$ cat config.mk
export PLATFORM = sky130hd
export DESIGN_NAME = flash_lock_ctrl
export DESIGN_NICKNAME = d
export VERILOG_FILES = /design/src/rtl/flk_pkg.sv /design/src/rtl/flk_rst_sync.sv /design/src/rtl/flk_key_seq.sv /design/src/rtl/flk_ctrl_reg.sv /design/src/rtl/flash_lock_ctrl.sv
export SDC_FILE = /design/constraint.sdc
export NUM_CORES = 1
export LEC_CHECK = 0
export BUFFER_PORTS_ARGS = -buffer_cell sky130_fd_sc_hd__buf_2
export CORE_ASPECT_RATIO = 1.25
export CORE_MARGIN = 1.5
export CORE_UTILIZATION = 43
export CTS_CLUSTER_DIAMETER = 150
export CTS_CLUSTER_SIZE = 20
export DETAILED_ROUTE_END_ITERATION = 6
export HOLD_SLACK_MARGIN = 0.05
export PLACE_DENSITY = 0.77
export SLEW_MARGIN = 10
export SYNTH_ARGS = -nofsm -noshare
export SYNTH_HDL_FRONTEND = slang
export SYNTH_HIERARCHICAL = 1
export SYNTH_SLANG_ARGS = --single-unit
$ cat constraint.sdc
create_clock -name clk -period 1.5 [get_ports clk]
set_clock_uncertainty 0.2 [all_clocks]
set_input_delay 0.225 -clock clk [delete_from_list [all_inputs] [get_ports clk]]
set_output_delay 0.225 -clock clk [all_outputs]
set_load 0.02 [all_outputs]
$ cat src/rtl/flk_pkg.sv
package flk_pkg;
  localparam logic [31:0] KEY_FIRST  = 32'h4567_0123;
  localparam logic [31:0] KEY_SECOND = 32'hCDEF_89AB;

  // Sequencer states; all-zero encoding is the locked idle state.
  typedef enum logic [1:0] {
    KS_IDLE   = 2'd0,
    KS_HALF   = 2'd1,
    KS_OPEN   = 2'd2,
    KS_JAMMED = 2'd3
  } kseq_t;

  localparam int NUM_SEQ = 2;
  localparam int SEQ_STD  = 0;
  localparam int SEQ_FAST = 1;
endpackage

$ cat src/rtl/flk_rst_sync.sv
module flk_rst_sync #(
  parameter int STAGES = 2
) (
  input  logic clk,
  input  logic rst_n,
  output logic rst_sync_n
);
  logic [STAGES-1:0] chain_q;

  always_ff @(posedge clk or negedge rst_n) begin
    if (!rst_n) begin
      chain_q <= '0;
    end else begin
      chain_q <= {chain_q[STAGES-2:0], 1'b1};
    end
  end

  assign rst_sync_n = chain_q[STAGES-1];
endmodule

$ cat src/rtl/flk_key_seq.sv
module flk_key_seq
  import flk_pkg::*;
#(
  parameter int DATA_W = 32
) (
  input  logic              clk,
  input  logic              rst_n,
  input  logic              arm_i,
  input  logic              wr_i,
  input  logic [DATA_W-1:0] wdata_i,
  input  logic              relock_i,
  output logic              locked_o
);
  kseq_t state_q;
  kseq_t state_d;
  logic  state_en;

  // Register updates only on a relock or an armed key write.
  assign state_en = relock_i | (wr_i & arm_i);

  always_comb begin
    state_d = state_q;
    if (relock_i) begin
      if (state_q != KS_JAMMED) state_d = KS_IDLE;
    end else if (wr_i && arm_i) begin
      unique case (state_q)
        KS_IDLE:   state_d = (wdata_i == KEY_FIRST)  ? KS_HALF : KS_JAMMED;
        KS_HALF:   state_d = (wdata_i == KEY_SECOND) ? KS_OPEN : KS_JAMMED;
        KS_OPEN:   state_d = KS_OPEN;
        KS_JAMMED: state_d = KS_JAMMED;
        default:   state_d = KS_JAMMED;
      endcase
    end
  end

  always_ff @(posedge clk or negedge rst_n) begin
    if (!rst_n) begin
      state_q <= KS_IDLE;
    end else if (state_en) begin
      state_q <= state_d;
    end
  end

  assign locked_o = (state_q != KS_OPEN);

  // opening happens only from the half state on the second key
  assert_open_from_half_R2: assert property (@(posedge clk) disable iff (!rst_n)
    (state_q != KS_OPEN) ##1 (state_q == KS_OPEN) |->
      ($past(state_q) == KS_HALF && $past(wr_i && arm_i && wdata_i == KEY_SECOND)));

  // a jam never clears without reset
  assert_jam_sticky_R3: assert property (@(posedge clk) disable iff (!rst_n)
    (state_q == KS_JAMMED) |=> (state_q == KS_JAMMED));

  // an unarmed sequencer ignores key writes
  assert_unarmed_hold_R4: assert property (@(posedge clk) disable iff (!rst_n)
    (!arm_i && !relock_i) |=> $stable(state_q));
endmodule

$ cat src/rtl/flk_ctrl_reg.sv
module flk_ctrl_reg #(
  parameter int              DATA_W    = 32,
  parameter int              STD_BIT   = 7,
  parameter int              FAST_BIT  = 15,
  parameter logic [DATA_W-1:0] FAST_MASK = 32'h000F_0000
) (
  input  logic              clk,
  input  logic              rst_n,
  input  logic              wr_i,
  input  logic [DATA_W-1:0] wdata_i,
  input  logic              std_locked_i,
  input  logic              fast_locked_i,
  output logic              std_relock_o,
  output logic              fast_relock_o,
  output logic [DATA_W-1:0] bits_o
);
  localparam logic [DATA_W-1:0] LOCK_MASK  = (DATA_W'(1) << STD_BIT) | (DATA_W'(1) << FAST_BIT);
  localparam logic [DATA_W-1:0] PLAIN_MASK = ~(LOCK_MASK | FAST_MASK);

  logic [DATA_W-1:0] plain_q, plain_d;
  logic [DATA_W-1:0] fast_q, fast_d;
  logic              plain_en, fast_en;

  assign std_relock_o  = wr_i & wdata_i[STD_BIT];
  assign fast_relock_o = wr_i & (wdata_i[STD_BIT] | wdata_i[FAST_BIT]);

  assign plain_en = wr_i & ~std_locked_i;
  assign fast_en  = wr_i & (fast_relock_o | ~fast_locked_i);

  always_comb begin
    plain_d = wdata_i & PLAIN_MASK;
    fast_d  = fast_relock_o ? '0 : (wdata_i & FAST_MASK);
  end

  always_ff @(posedge clk or negedge rst_n) begin
    if (!rst_n) begin
      plain_q <= '0;
    end else if (plain_en) begin
      plain_q <= plain_d;
    end
  end

  always_ff @(posedge clk or negedge rst_n) begin
    if (!rst_n) begin
      fast_q <= '0;
    end else if (fast_en) begin
      fast_q <= fast_d;
    end
  end

  assign bits_o = plain_q | fast_q;

  // plain bits frozen while the standard lock is set
  assert_plain_frozen_R8: assert property (@(posedge clk) disable iff (!rst_n)
    std_locked_i |=> $stable(plain_q));

  // fast field reads zero whenever the fast lock is set
  assert_fast_field_clear_R9: assert property (@(posedge clk) disable iff (!rst_n)
    fast_locked_i |-> (fast_q == '0));
endmodule

$ cat src/rtl/flash_lock_ctrl.sv
module flash_lock_ctrl
  import flk_pkg::*;
#(
  parameter int               ADDR_W    = 8,
  parameter int               DATA_W    = 32,
  parameter logic [ADDR_W-1:0] KEY_OFF   = 8'h04,
  parameter logic [ADDR_W-1:0] MKEY_OFF  = 8'h24,
  parameter logic [ADDR_W-1:0] CTRL_OFF  = 8'h10,
  parameter int               STD_BIT   = 7,
  parameter int               FAST_BIT  = 15,
  parameter logic [DATA_W-1:0] FAST_MASK = 32'h000F_0000,
  parameter int               SYNC_STAGES = 2
) (
  input  logic              clk,
  input  logic              rst_n,
  input  logic              bus_wr,
  input  logic [ADDR_W-1:0] bus_addr,
  input  logic [DATA_W-1:0] bus_wdata,
  output logic [DATA_W-1:0] bus_rdata,
  output logic              std_lock_o,
  output logic              fast_lock_o,
  output logic [DATA_W-1:0] ctrl_o
);
  logic rst_sync_n;

  flk_rst_sync #(.STAGES(SYNC_STAGES)) u_rst (
    .clk        (clk),
    .rst_n      (rst_n),
    .rst_sync_n (rst_sync_n)
  );

  logic [NUM_SEQ-1:0] seq_arm, seq_wr, seq_relock, seq_locked;
  logic               ctrl_wr, std_relock, fast_relock;
  logic [DATA_W-1:0]  ctrl_bits, ctrl_word;

  assign ctrl_wr = bus_wr & (bus_addr == CTRL_OFF);

  assign seq_wr[SEQ_STD]      = bus_wr & (bus_addr == KEY_OFF);
  assign seq_wr[SEQ_FAST]     = bus_wr & (bus_addr == MKEY_OFF);
  assign seq_arm[SEQ_STD]     = 1'b1;
  assign seq_arm[SEQ_FAST]    = ~seq_locked[SEQ_STD];
  assign seq_relock[SEQ_STD]  = std_relock;
  assign seq_relock[SEQ_FAST] = fast_relock;

  for (genvar g = 0; g < NUM_SEQ; g++) begin : g_seq
    flk_key_seq #(.DATA_W(DATA_W)) u_seq (
      .clk      (clk),
      .rst_n    (rst_sync_n),
      .arm_i    (seq_arm[g]),
      .wr_i     (seq_wr[g]),
      .wdata_i  (bus_wdata),
      .relock_i (seq_relock[g]),
      .locked_o (seq_locked[g])
    );
  end

  flk_ctrl_reg #(
    .DATA_W    (DATA_W),
    .STD_BIT   (STD_BIT),
    .FAST_BIT  (FAST_BIT),
    .FAST_MASK (FAST_MASK)
  ) u_ctrl (
    .clk           (clk),
    .rst_n         (rst_sync_n),
    .wr_i          (ctrl_wr),
    .wdata_i       (bus_wdata),
    .std_locked_i  (seq_locked[SEQ_STD]),
    .fast_locked_i (seq_locked[SEQ_FAST]),
    .std_relock_o  (std_relock),
    .fast_relock_o (fast_relock),
    .bits_o        (ctrl_bits)
  );

  always_comb begin
    ctrl_word           = ctrl_bits;
    ctrl_word[STD_BIT]  = seq_locked[SEQ_STD];
    ctrl_word[FAST_BIT] = seq_locked[SEQ_FAST];
  end

  assign bus_rdata   = (bus_addr == CTRL_OFF) ? ctrl_word : '0;
  assign ctrl_o      = ctrl_word;
  assign std_lock_o  = seq_locked[SEQ_STD];
  assign fast_lock_o = seq_locked[SEQ_FAST];

  // fast mode open implies normal access open
  assert_fast_needs_std_R4: assert property (@(posedge clk) disable iff (!rst_sync_n)
    !seq_locked[SEQ_FAST] |-> !seq_locked[SEQ_STD]);

  // relock through the control register closes both
  assert_relock_both_R6: assert property (@(posedge clk) disable iff (!rst_sync_n)
    (bus_wr && bus_addr == CTRL_OFF && bus_wdata[STD_BIT]) |=> (std_lock_o && fast_lock_o));

  // fast-only relock keeps normal access state
  assert_fast_relock_only_R7: assert property (@(posedge clk) disable iff (!rst_sync_n)
    (bus_wr && bus_addr == CTRL_OFF && bus_wdata[FAST_BIT] && !bus_wdata[STD_BIT])
      |=> (fast_lock_o && $stable(std_lock_o)));
endmodule

## Yosys cells after proc, flatten, opt, wreduce, memory -nomap -nowiden

Index checks and enable logic that the tools add are counted.

- Register bits after elaboration: 64
- Bits of input ports: 43

- Equal/unequal tests: 17
- Muxes and demuxes: 12
- Bitwise gates (word level): 15
- Reductions and logical operators: 7

Operators with widths:

| operator | number |
|---|---|
| equality test 32 x 31 -> 1 bit, second input constant | 1 |
| equality test 32 bit, second input constant | 1 |
| 2-to-1 mux 32 bit | 1 |
| bitwise OR 32 bit | 1 |
| 2-to-1 mux 20 bit | 1 |
| case mux 2 bit (4 select lines) | 2 |
| 2-to-1 mux 2 bit | 7 |
| != test 2 bit, second input constant | 6 |
| AND 1 bit | 8 |
| equality test 2 bit, second input constant | 4 |
| equality test 8 x 3 -> 1 bit, second input constant | 1 |
| equality test 8 x 5 -> 1 bit, second input constant | 1 |
| equality test 8 x 6 -> 1 bit, second input constant | 1 |
| AND reduction 3 bit | 2 |
| equality test 2 x 1 -> 1 bit, second input constant | 2 |
| logical NOT 2 bit | 2 |
| bitwise OR 1 bit | 4 |
| nonzero test 2 bit | 2 |
| NOT 1 bit | 2 |
| logical AND 1 bit | 1 |
| 2-to-1 mux 1 bit | 1 |

## Logic depth before layout (Yosys ltp)

Gate-level depths: netlist (run 1).

- Depth in word-level cells: 5
- Mapped depth: 9
- Gate-level depth less buffers: 7

## Hierarchy

Netlist (run 1), hierarchy kept.

By module, submodules not included:

| module | instances | cells each | area an instance (um^2) | sequential area each (um^2) |
|---|---|---|---|---|
| flk_ctrl_reg | 1 | 83 | 1355.0 | 750.7 |
| flash_lock_ctrl | 1 | 84 | 606.8 | 0.0 |
| flk_key_seq | 2 | 29 | 229.0 | 50.0 |
| flk_rst_sync | 1 | 3 | 53.8 | 50.0 |

## Worst setup path after synthesis (run 1)

OpenSTA, ideal clock, no wires.

- Path type: input-to-reg
- Start point: in bus_addr[0]
- End point: reg g_seq[1].u_seq.state_q[0]
- Setup time: 0.128 ns
- Data arrival time: 1.868 ns
- Data required time: 1.172 ns
- Slack: -0.696 ns
- Cell stages on the path: 9
- Path buffers: 2
- Cells stage by stage: or4b_1 buf_6 nor3_1 clkbuf_1 and2_1 nand3b_1 nor2_1 o22ai_1 a21oi_1

- Word-level cells in the longest chain between the ends: 5
- Elaborated cells between the ends (all ways): 12
- Classes of those cells: 3 x eq/ne; 1 x mux; 5 x bitwise; 3 x reduce/logical

Ends and longest elaborated chain:

| item | RTL line | RTL |
|---|---|---|
| start, declared | flash_lock_ctrl.sv:17 | `input logic [ADDR_W-1:0] bus_addr,` |
| equality test 8 x 5 -> 1 bit (*) | flash_lock_ctrl.sv:36 | `assign ctrl_wr = bus_wr & (bus_addr == CTRL_OFF);` |
| AND 1 bit (*) | flash_lock_ctrl.sv:36 |  |
| net ctrl_wr | flash_lock_ctrl.sv:33 | `logic ctrl_wr, std_relock, fast_relock;` |
| AND 1 bit (*) | flk_ctrl_reg.sv:25 | `assign fast_relock_o = wr_i & (wdata_i[STD_BIT] \| wdata_i[FAST_BIT]);` |
| net fast_relock | flash_lock_ctrl.sv:33 |  |
| != test 2 bit (no line) (tied with other cells) | n/a |  |
| AND reduction 3 bit (no line) | n/a |  |
| end signal, assigned | flk_key_seq.sv:40 | `state_q <= state_d;` |
| end, declared | flk_key_seq.sv:14 | `kseq_t state_q;` |

The timed path passes the listed nets; every way through them passes the cells marked *.
A chain may end at the register's enable or synchronous reset.

## Worst setup path after layout (run 1)

- Start point: in bus_addr[3]
- End point: reg u_ctrl.plain_q[28]

- Word-level cells in the longest chain between the ends: 3

Ends and longest elaborated chain:

| item | RTL line | RTL |
|---|---|---|
| equality test 8 x 5 -> 1 bit | flash_lock_ctrl.sv:36 |  |
| AND 1 bit | flash_lock_ctrl.sv:36 |  |
| net ctrl_wr | flash_lock_ctrl.sv:33 |  |
| AND 1 bit | flk_ctrl_reg.sv:27 | `assign plain_en = wr_i & ~std_locked_i;` |
| end signal, assigned | flk_ctrl_reg.sv:39 | `plain_q <= plain_d;` |
| end, declared | flk_ctrl_reg.sv:20 | `logic [DATA_W-1:0] plain_q, plain_d;` |

The timed path passes the listed nets, and every way through them passes these cells.

==> results.py, run 1 <==
metrics = {
    "timing": {
        "min_period_over_period": 1.350,
        "fmax_mhz": 493.9,
        "fin_ws_ps": -524.6,
        "rsz0062_at_grt": "true",
        "period_minus_slack_ps": 2025,
        "maxSlewViolCount": 0,
        "tns_ps": -29420,
        "finalSetupViolCount": 70,
        "hold_viol": 0,
        "holdWs_ps": 81.45,
    },
    "critical_path": {
        "reg2reg_to": "g_seq[0].u_seq/state_q[1]",
        "critical_path.endpoint_type": "register",
        "crit_path_cell_trace": "buf_6, or4_4, nor3_4, nor2b_4, buf_6, buf_12, mux2_4",
        "path_delay_family": "simple AND/OR/NAND/NOR gates",
        "slowest_stage": "or4_4",
        "rr_worst_depth": 5,
        "r2r_slack_ps": -280,
        "worst-path-buf-inv": 3,
        "r2r-start": "g_seq[0].u_seq/state_q[1]",
        "critPathMaxFanout": 7,
        "critPathRequiredTime_ps": 1460,
        "crit_type": "in2reg",
        "cp.arrival_ps": 1990,
        "cp.depth": 7,
        "slowest_delay_ps": 580,
        "crit_end": "u_ctrl/plain_q[28]",
        "cpMostUsedCell": "buf_6",
        "start_kind": "primary input",
        "critPathLaunch": "bus_addr[3]",
    },
    "power_and_ir_drop": {
        "peakVddDrop_mv": 0.5029,
        "comb_power_share": 0.172,
        "power_density_mw_per_mm2": 553.0,
        "p_sw_frac": 0.2449,
        "pwr-share-clk": 0.396,
        "p_int_mw": 1.764,
        "pwr-share-seq": 0.432,
        "p_total_mw": 2.336,
        "netSwitchingPower_mw": 0.5721,
        "leakagePower_nw": 2.224,
    },
    "finish": {
        "layout_commonest_cell": "buf_2",
        "mostFrequentLayoutCells": "buf_2, buf_6, inv_1, dfrtp_1, nor3_4",
        "num_antenna_cells": 0,
        "drive_gt1_frac": 0.5844,
        "fin_nets": 427,
        "area_delta_synth_final_pct": 72.07,
    },
    "detailed_routing": {
        "drt-met1-wl_um": 2791,
        "routed.top_layer": "met4",
        "met2WireLength_um": 4535,
        "wl_met3_um": 460,
        "dr.first_iter.drc_count": 135,
        "wl_um": 8125,
        "route.detailed.drc": 0,
        "routedWlPerCell_um": 18.10,
        "viasPerCell": 5.390,
        "dr.pass1.iters": 4,
        "vias": 2420,
        "antenna_left": 0,
    },
    "status": {
        "violations": "negative setup slack",
        "status": "complete, but fails checks",
    },
    "floorplanning": {
        "core_mm2": 0.005480,
        "die_h_um": 87.48,
        "initial_core_util": 0.4479,
        "die_area_mm2": 0.006174,
        "die_x_um": 70.58,
        "fp-row-count": 30,
        "pin_count": 109,
    },
    "cts": {
        "cts-root-buf": "clkbuf_8",
        "cts_sinks": 36,
        "cts_buffer_depth": 2,
        "cts.htree.levels": 2,
        "clock_latency_ps": 280,
        "path_clk_slew_ps": 70,
        "cts_made_buffers": 5,
        "cts_tree": "yes",
    },
    "placement": {
        "portBuffers": 108,
        "dp_hpwl_um": 4976,
        "gp_congestion": 0.8228,
    },
    "global_route": {
        "grt_pass1_wl_um": 12050,
        "grt_max_degree": 35,
        "antenna_found_initial": 0,
        "grt_pass1_vias": 2466,
        "grt.overflow.total": 0,
        "track_usage": 0.2542,
    },
    "synth": {
        "syn_inst": 225,
        "post_synth.cell_area_avg_um2": 10.91,
        "syn_area_mm2": 0.002455,
        "syn-num-nets": 268,
        "ys_warn_count": 6,
    },
    "flow_run": {
        "maxCapViolations": 0,
    },
    "hold_path": {
        "hp-class": "reg2async",
    },
}
## sequential cells by signal, summed over array words and instances, names as in the netlist
register / flops
g_seq.u_seq/state_q: 4
u_ctrl/fast_q: 4
u_ctrl/plain_q: 26
u_rst/chain_q: 2
## stage by stage
step                cell area (um^2)    util  std cells  worst slack (ps)
floorplan                       2705       -        225            -622.2
global placement                3289  0.6002        403            -664.0
detailed placement              3289  0.6002        403            -670.4
CTS                             4134  0.7543        446            -489.8
global route                    4224  0.7708        449            -552.0
finish                          4224  0.7708        449            -524.6
## routing by layer
metal / vias up / global-route usage
met2: 116 / 0.4726
met1: 1178 / 0.2787
met3: 24 / 0.04282
met5: - / 0
met4: 0 / 0.1252
li1: 1102 / -
## area by class of cell
cell class	instances	area (um^2)
sequential	36	900.9
clock inverter	1	30.03
multi-input combinational	139	1519
clock buffer	7	96.34
timing repair buffer	166	1463
tap	64	80.08
fill	336	1256
inverter	36	135.1
## power groups by stage
| stage | Sequential [mW] | Combinational, mW | Clock [mW] |
|---|---|---|---|
| 4_1_cts | 1.01 | 0.379 | 0.934 |
| 3_5_place_dp | 1.02 | 0.300 | 0 |
| 6_report | 1.01 | 0.401 | 0.926 |
| 3_3_place_gp | 1.02 | 0.291 | 0 |
| 2_1_floorplan | 1.05 | 0.130 | 0 |
| 5_1_grt | 1.01 | 0.427 | 0.982 |
## timing repair
action	CTS	global route
endpoints found under the setup margin	68	70
setup buffers	7	3
hold endpoints to repair	26	0
hold buffers	26	0
pin swaps	7	13
cloned	3	2
gates resized for setup	100	9
## worst min-delay path by stage
stage,start,endpoint,slack (ps),cells past startpoint
final,u_rst/chain_q[1],u_ctrl/plain_q[25],80,1
after global routing,bus_wdata[17],u_ctrl/fast_q[17],80,3
after CTS,bus_wdata[18],u_ctrl/fast_q[18],50,3
after detailed placement,rst_n,u_rst/chain_q[0],-190,1
after global placement,rst_n,u_rst/chain_q[1],-190,1
after floorplan,rst_n,u_rst/chain_q[0],-270,0
No activity file was read; power rests on OpenSTA's default activity.
==> run 2: changes to the inputs <==
--- a/config.mk
+++ b/config.mk
@@ -6,16 +6,15 @@
 export NUM_CORES = 1
 export LEC_CHECK = 0
 export BUFFER_PORTS_ARGS = -buffer_cell sky130_fd_sc_hd__buf_2
-export CORE_ASPECT_RATIO = 1.25
+export CORE_ASPECT_RATIO = 0.7
 export CORE_MARGIN = 1.5
-export CORE_UTILIZATION = 43
+export CORE_UTILIZATION = 40
 export CTS_CLUSTER_DIAMETER = 150
 export CTS_CLUSTER_SIZE = 20
 export DETAILED_ROUTE_END_ITERATION = 6
 export HOLD_SLACK_MARGIN = 0.05
-export PLACE_DENSITY = 0.77
+export PLACE_DENSITY = 0.76
 export SLEW_MARGIN = 10
 export SYNTH_ARGS = -nofsm -noshare
 export SYNTH_HDL_FRONTEND = slang
-export SYNTH_HIERARCHICAL = 1
 export SYNTH_SLANG_ARGS = --single-unit
==> run 2 against run 1 <==
Critical endpoint is now bus_rdata[17]. Routed wire length down 23%. Worst setup slack better by 280 ps. The flow still finishes with violations (negative setup slack). Critical path depth fell by 1. Via count is 19% lower. Area after synthesis fell by 19%.
==> results.py, run 2 <==
metrics = {
    "critical_path": {
        "critPathMaxFanout": 19,
        "cp.arrival_ps": 1320,
        "critical_path.endpoint_type": "output port",
        "critPathRequiredTime_ps": 1070,
        "start_kind": "primary input",
        "crit_type": "in2out",
    },
    "power_and_ir_drop": {
        "leakagePower_nw": 1.885,
        "comb_power_share": 0.154,
        "power_density_mw_per_mm2": 554.7,
        "pwr-share-clk": 0.356,
        "p_total_mw": 2.013,
        "p_int_mw": 1.527,
        "netSwitchingPower_mw": 0.4865,
        "pwr-share-seq": 0.490,
        "peakVddDrop_mv": 0.4271,
        "p_sw_frac": 0.2417,
    },
    "finish": {
        "area_delta_synth_final_pct": 83.38,
        "final_area_mm2": 0.003630,
        "nFillCells": 313,
        "num_antenna_cells": 0,
        "mostFrequentLayoutCells": "buf_2, buf_6, dfrtp_1",
        "top_regs": "u_ctrl.plain_q (26), g_seq.u_seq.state_q (4), u_ctrl.fast_q (4)",
        "layout_commonest_cell": "buf_2",
        "top_register": "u_ctrl.plain_q",
        "fin_nets": 368,
        "largest_reg_flops": 26,
        "drive_gt1_frac": 0.6902,
    },
    "synth": {
        "syn_inst": 160,
        "synth_top_area_frac": 0.4551,
        "yosysMostFrequentCell": "dfrtp_1",
        "synth_seq_cells": 36,
        "syn_area_mm2": 0.001979,
        "synthTopCellsByCount": "dfrtp_1, and2_1, mux2_4",
        "synth-seq-area-share": 0.4551,
        "syn-num-nets": 203,
        "yosys-top-cells-area": "dfrtp_1, mux2_4, and2_1, mux2_2, nor4_4",
        "synth-edff-count": 0,
        "post_synth.cell_area_avg_um2": 12.37,
        "yosys.area.top_type": "dfrtp_1",
        "ys_warn_count": 0,
        "synth_flop_cell": "dfrtp_1",
        "async_flop_share": 1.000,
        "synth_cell_types": 35,
    },
    "detailed_routing": {
        "routedWlPerCell_um": 15.93,
        "route.detailed.drc": 0,
        "wl_um": 6293,
        "viasPerCell": 4.962,
        "antenna_left": 0,
        "dr.pass1.iters": 4,
        "dr.first_iter.drc_count": 42,
        "vias": 1960,
    },
    "timing": {
        "fmax_mhz": 573.1,
        "fin_ws_ps": -244.8,
        "min_period_over_period": 1.163,
        "holdWs_ps": 69.18,
        "tns_ps": -11160,
        "finalSetupViolCount": 61,
        "maxSlewViolCount": 0,
        "rsz0062_at_grt": "true",
        "hold_viol": 0,
        "period_minus_slack_ps": 1745,
    },
    "cts": {
        "cts-root-buf": "clkbuf_8",
        "cts_buffer_depth": 2,
        "cts_tree": "yes",
        "clock_latency_ps": 280,
        "cts_sinks": 36,
        "cts.htree.levels": 2,
        "path_clk_slew_ps": 70,
        "cts_made_buffers": 5,
    },
    "placement": {
        "portBuffers": 108,
        "dp_hpwl_um": 4088,
        "dpl_cell_area_mm2": 0.002882,
        "gp_congestion": 0.8115,
        "place_ws_ps": -430.9,
    },
    "global_route": {
        "antenna_found_initial": 0,
        "grt.overflow.total": 0,
        "grt_pass1_vias": 1993,
        "grt_max_degree": 35,
        "grt_pass1_wl_um": 9722,
        "track_usage": 0.2427,
    },
    "status": {
        "status": "complete, but fails checks",
        "violations": "negative setup slack",
    },
    "floorplanning": {
        "die_x_um": 87.08,
        "fp-row-count": 21,
        "die_h_um": 61.86,
        "initial_core_util": 0.4139,
        "pin_count": 109,
        "die_area_mm2": 0.005386,
        "core_mm2": 0.004782,
    },
    "hold_path": {
        "hp-class": "reg2async",
    },
    "flow_run": {
        "maxCapViolations": 0,
    },
}
==> run 2: worst paths after layout <==
kind | slack, ps | endpoint | cells after the start | from
min in group clk | 70 | u_ctrl.plain_q[21] | 3 | bus_wdata[21]
max reg2reg | -160 | u_ctrl.plain_q[27] | 5 | g_seq[0].u_seq.state_q[0]
min | 70 | u_ctrl.plain_q[9] | 1 | u_rst.chain_q[1]
max | -240 | bus_rdata[17] | 6 | bus_addr[1]
min reg2reg | 70 | u_ctrl.plain_q[9] | 1 | u_rst.chain_q[1]
max in group asynchronous | 390 | u_rst.chain_q[1] | 3 | rst_n
==> run 2: final cells by class <==
cell class / instances / area, um^2 / area share
clock buffers: 7 / 86.33 / 0.02378
clock inverters: 1 / 7.507 / 0.002068
inverters: 2 / 7.507 / 0.002068
multi-input cells: 114 / 1181 / 0.3254
flip-flops and latches: 36 / 900.9 / 0.2482
well taps: 69 / 86.33 / 0.02378
repair buffers: 166 / 1360 / 0.3747
==> run 2: layer usage <==
| layer | vias up | routed length [um] | GRT usage |
|---|---|---|---|
| met1 | 950 | 2696 | 0.2933 |
| met4 | 0 | 112 | 0.07834 |
| met2 | 90 | 3051 | 0.4352 |
| li1 | 909 | - | - |
| met5 | - | 0 | 0 |
| met3 | 11 | 432 | 0.06209 |
==> run 2: through the flow <==
stage	utilization	cells
final	0.7590	395
after detailed placement	0.6026	359
after floorplan	-	160
after CTS	0.7616	397
after global routing	0.7590	395
after global placement	0.6026	359
==> run 2: logic make-up after synthesis <==
family / after synthesis / synth area share
muxes: 26 / 0.1858
buffers and inverters: 10 / 0.04171
and+or+nand+nor: 73 / 0.2642
AOI/OAI and AO/OA: 14 / 0.05120
other: 1 / 0.001895
DFF: 36 / 0.4551
==> run 2: critical path: stages <==
cell and delay, ps:
buf_6 100, nor4_4 270, and4_4 300, buf_12 160
and2_4 150, buf_6 110
==> run 2: timing repair <==
item,CTS,global route
buffers inserted,5,4
endpoints found under the setup margin,64,66
pin swaps,17,7
gates cloned,2,0
resized for setup,97,14
hold buffers,24,0
endpoints found under the hold margin,24,0
==> run 2: power groups by stage <==
stage	clock [mW]	sequential, mW	combinational, mW
after global routing	0.795	0.986	0.335
after detailed placement	0	1.00	0.217
after global placement	0	1.00	0.214
final	0.716	0.986	0.311
after CTS	0.736	0.985	0.299
after floorplan	0	1.02	0.0568
==> run 3: changes to the inputs <==
--- a/config.mk
+++ b/config.mk
@@ -13,7 +13,7 @@
 export CTS_CLUSTER_SIZE = 20
 export DETAILED_ROUTE_END_ITERATION = 6
 export HOLD_SLACK_MARGIN = 0.05
-export PLACE_DENSITY = 0.76
+export PLACE_DENSITY_LB_ADDON = 0.12
 export SLEW_MARGIN = 10
 export SYNTH_ARGS = -nofsm -noshare
 export SYNTH_HDL_FRONTEND = slang
==> run 3 against run 2 <==
The flow still finishes with violations (negative setup slack). Combinational power is 3% lower. Total power increased by 0.34%. Cell count rose by 0.76%. Die area unchanged.
==> results.py, run 3 (synthesis results as in run 2) <==
metrics = {
    "status": {
        "status": "complete, but fails checks",
        "violations": "negative setup slack",
    },
    "timing": {
        "min_period_over_period": 1.198,
        "finalSetupViolCount": 65,
        "hold_viol": 0,
        "maxSlewViolCount": 0,
        "fin_ws_ps": -296.9,
        "period_minus_slack_ps": 1797,
        "rsz0062_at_grt": "true",
        "fmax_mhz": 556.5,
    },
    "global_route": {
        "grt_pass1_wl_um": 9390,
        "grt_pass1_vias": 1886,
        "antenna_found_initial": 0,
        "track_usage": 0.2328,
        "grt_max_degree": 35,
        "grt.overflow.total": 0,
    },
    "cts": {
        "clock_latency_ps": 280,
        "path_clk_slew_ps": 60,
        "cts_buffer_depth": 2,
        "cts.htree.levels": 2,
        "cts_tree": "yes",
        "cts-root-buf": "clkbuf_8",
        "cts_made_buffers": 5,
        "cts_sinks": 36,
    },
    "power_and_ir_drop": {
        "power_density_mw_per_mm2": 548.6,
        "peakVddDrop_mv": 0.3102,
        "leakagePower_nw": 1.894,
        "p_total_mw": 2.020,
    },
    "hold_path": {
        "hp-class": "in2reg",
    },
    "placement": {
        "portBuffers": 108,
        "place_ws_ps": -438.5,
        "gp_congestion": 0.7847,
        "dp_hpwl_um": 4050,
        "dpl.cell_count": 360,
    },
    "finish": {
        "top_regs": "u_ctrl.plain_q (26), g_seq.u_seq.state_q (4), u_ctrl.fast_q (4)",
        "area_delta_synth_final_pct": 86.03,
        "layout_commonest_cell": "buf_2",
        "drive_gt1_frac": 0.6930,
        "largest_reg_flops": 26,
        "mostFrequentLayoutCells": "buf_2, buf_6, dfrtp_1",
        "layout.cells.non_filler": 398,
        "top_register": "u_ctrl.plain_q",
        "num_antenna_cells": 0,
        "fin_nets": 372,
    },
    "critical_path": {
        "critPathMaxFanout": 17,
        "critical_path.endpoint_type": "output port",
        "reg2reg_to": "u_ctrl.plain_q[3]",
        "slowest_stage": "and4_4",
        "rr_worst_depth": 6,
        "start_kind": "primary input",
        "r2r_slack_ps": -180,
        "crit_type": "in2out",
        "crit_end": "bus_rdata[7]",
        "critPathRequiredTime_ps": 1070,
        "critPathLaunch": "bus_addr[1]",
        "cp.arrival_ps": 1370,
        "r2r-start": "g_seq[0].u_seq.state_q[0]",
        "slowest_delay_ps": 310,
        "crit_path_cell_trace": "buf_8, nor4_4, and4_4, clkbuf_16, and2_4, buf_6",
    },
    "floorplanning": {
        "die_x_um": 87.08,
        "die_h_um": 61.86,
        "initial_core_util": 0.4139,
        "core_mm2": 0.004782,
        "die_area_mm2": 0.005386,
        "pin_count": 109,
        "fp-row-count": 21,
    },
    "detailed_routing": {
        "wl_um": 6312,
        "viasPerCell": 4.927,
        "dr.first_iter.drc_count": 41,
        "routedWlPerCell_um": 15.86,
        "dr.pass1.iters": 4,
        "route.detailed.drc": 0,
        "vias": 1961,
        "antenna_left": 0,
    },
    "flow_run": {
        "maxCapViolations": 0,
    },
}
==> run 3: cell types whose count changed in the layout (fill, tap and decap cells not counted), sizes merged <==
cell and change:
dlymetal6s4s -2, clkinvlp -1, clkbuf +1, buf +3
dlygate4sd3 +2
==> run 3: what timing repair did <==
action,CTS,global route
cloned,2,1
endpoints found under the hold margin,24,0
pin swaps,8,18
gates resized for setup,88,13
hold buffers,24,0
endpoints found under the setup margin,66,67
buffers inserted,4,1
==> run 3: critical path: cells and delay by family <==
family                 cells  cell delay, ps
and+or+nand+nor            3             740
buffers and inverters      3             400
==> run 3: worst min-delay path by stage <==
stage / from / to / cells past startpoint
floorplan: rst_n / u_rst.chain_q[0] / 0
global placement: rst_n / u_rst.chain_q[1] / 1
detailed placement: rst_n / u_rst.chain_q[1] / 1
CTS: bus_wdata[17] / u_ctrl.fast_q[17] / 3
global route: bus_wdata[17] / u_ctrl.fast_q[17] / 3
finish: bus_wdata[17] / u_ctrl.fast_q[17] / 3
==> run 3: report_power, final <==
part / switching, mW / internal, mW
sequential: 0.00649 / 0.979
clock: 0.324 / 0.409
combinational: 0.133 / 0.169
==> run 3: area by class of cell <==
type / count / area [um^2]
clock buffers: 7 / 96.34
multi-input cells: 114 / 1166
inverters: 2 / 7.507
well taps: 69 / 86.33
flip-flops and latches: 36 / 900.9
repair buffers: 170 / 1425
fillers: 323 / 1100
==> run 3: per-layer routing <==
metal / track usage / wire length (um) / up-vias
li1: - / - / 923
met1: 0.3090 / 2850 / 963
met2: 0.3931 / 3050 / 66
met3: 0.05020 / 327 / 9
met4: 0.06452 / 83 / 0
met5: 0 / 0 / -
==> run 3: metrics by stage <==
step                      instance area, um^2  setup TNS (ps)    util  hold slack [ps]
after floorplan                          2112           -9675       -           -270.6
after global placement                   2902          -21120  0.6068           -188.8
after detailed placement                 2902          -22520  0.6068           -185.8
after CTS                                3625          -12450  0.7580            60.90
after global routing                     3682          -16010  0.7700            80.17
final                                    3682          -12720  0.7700            72.15
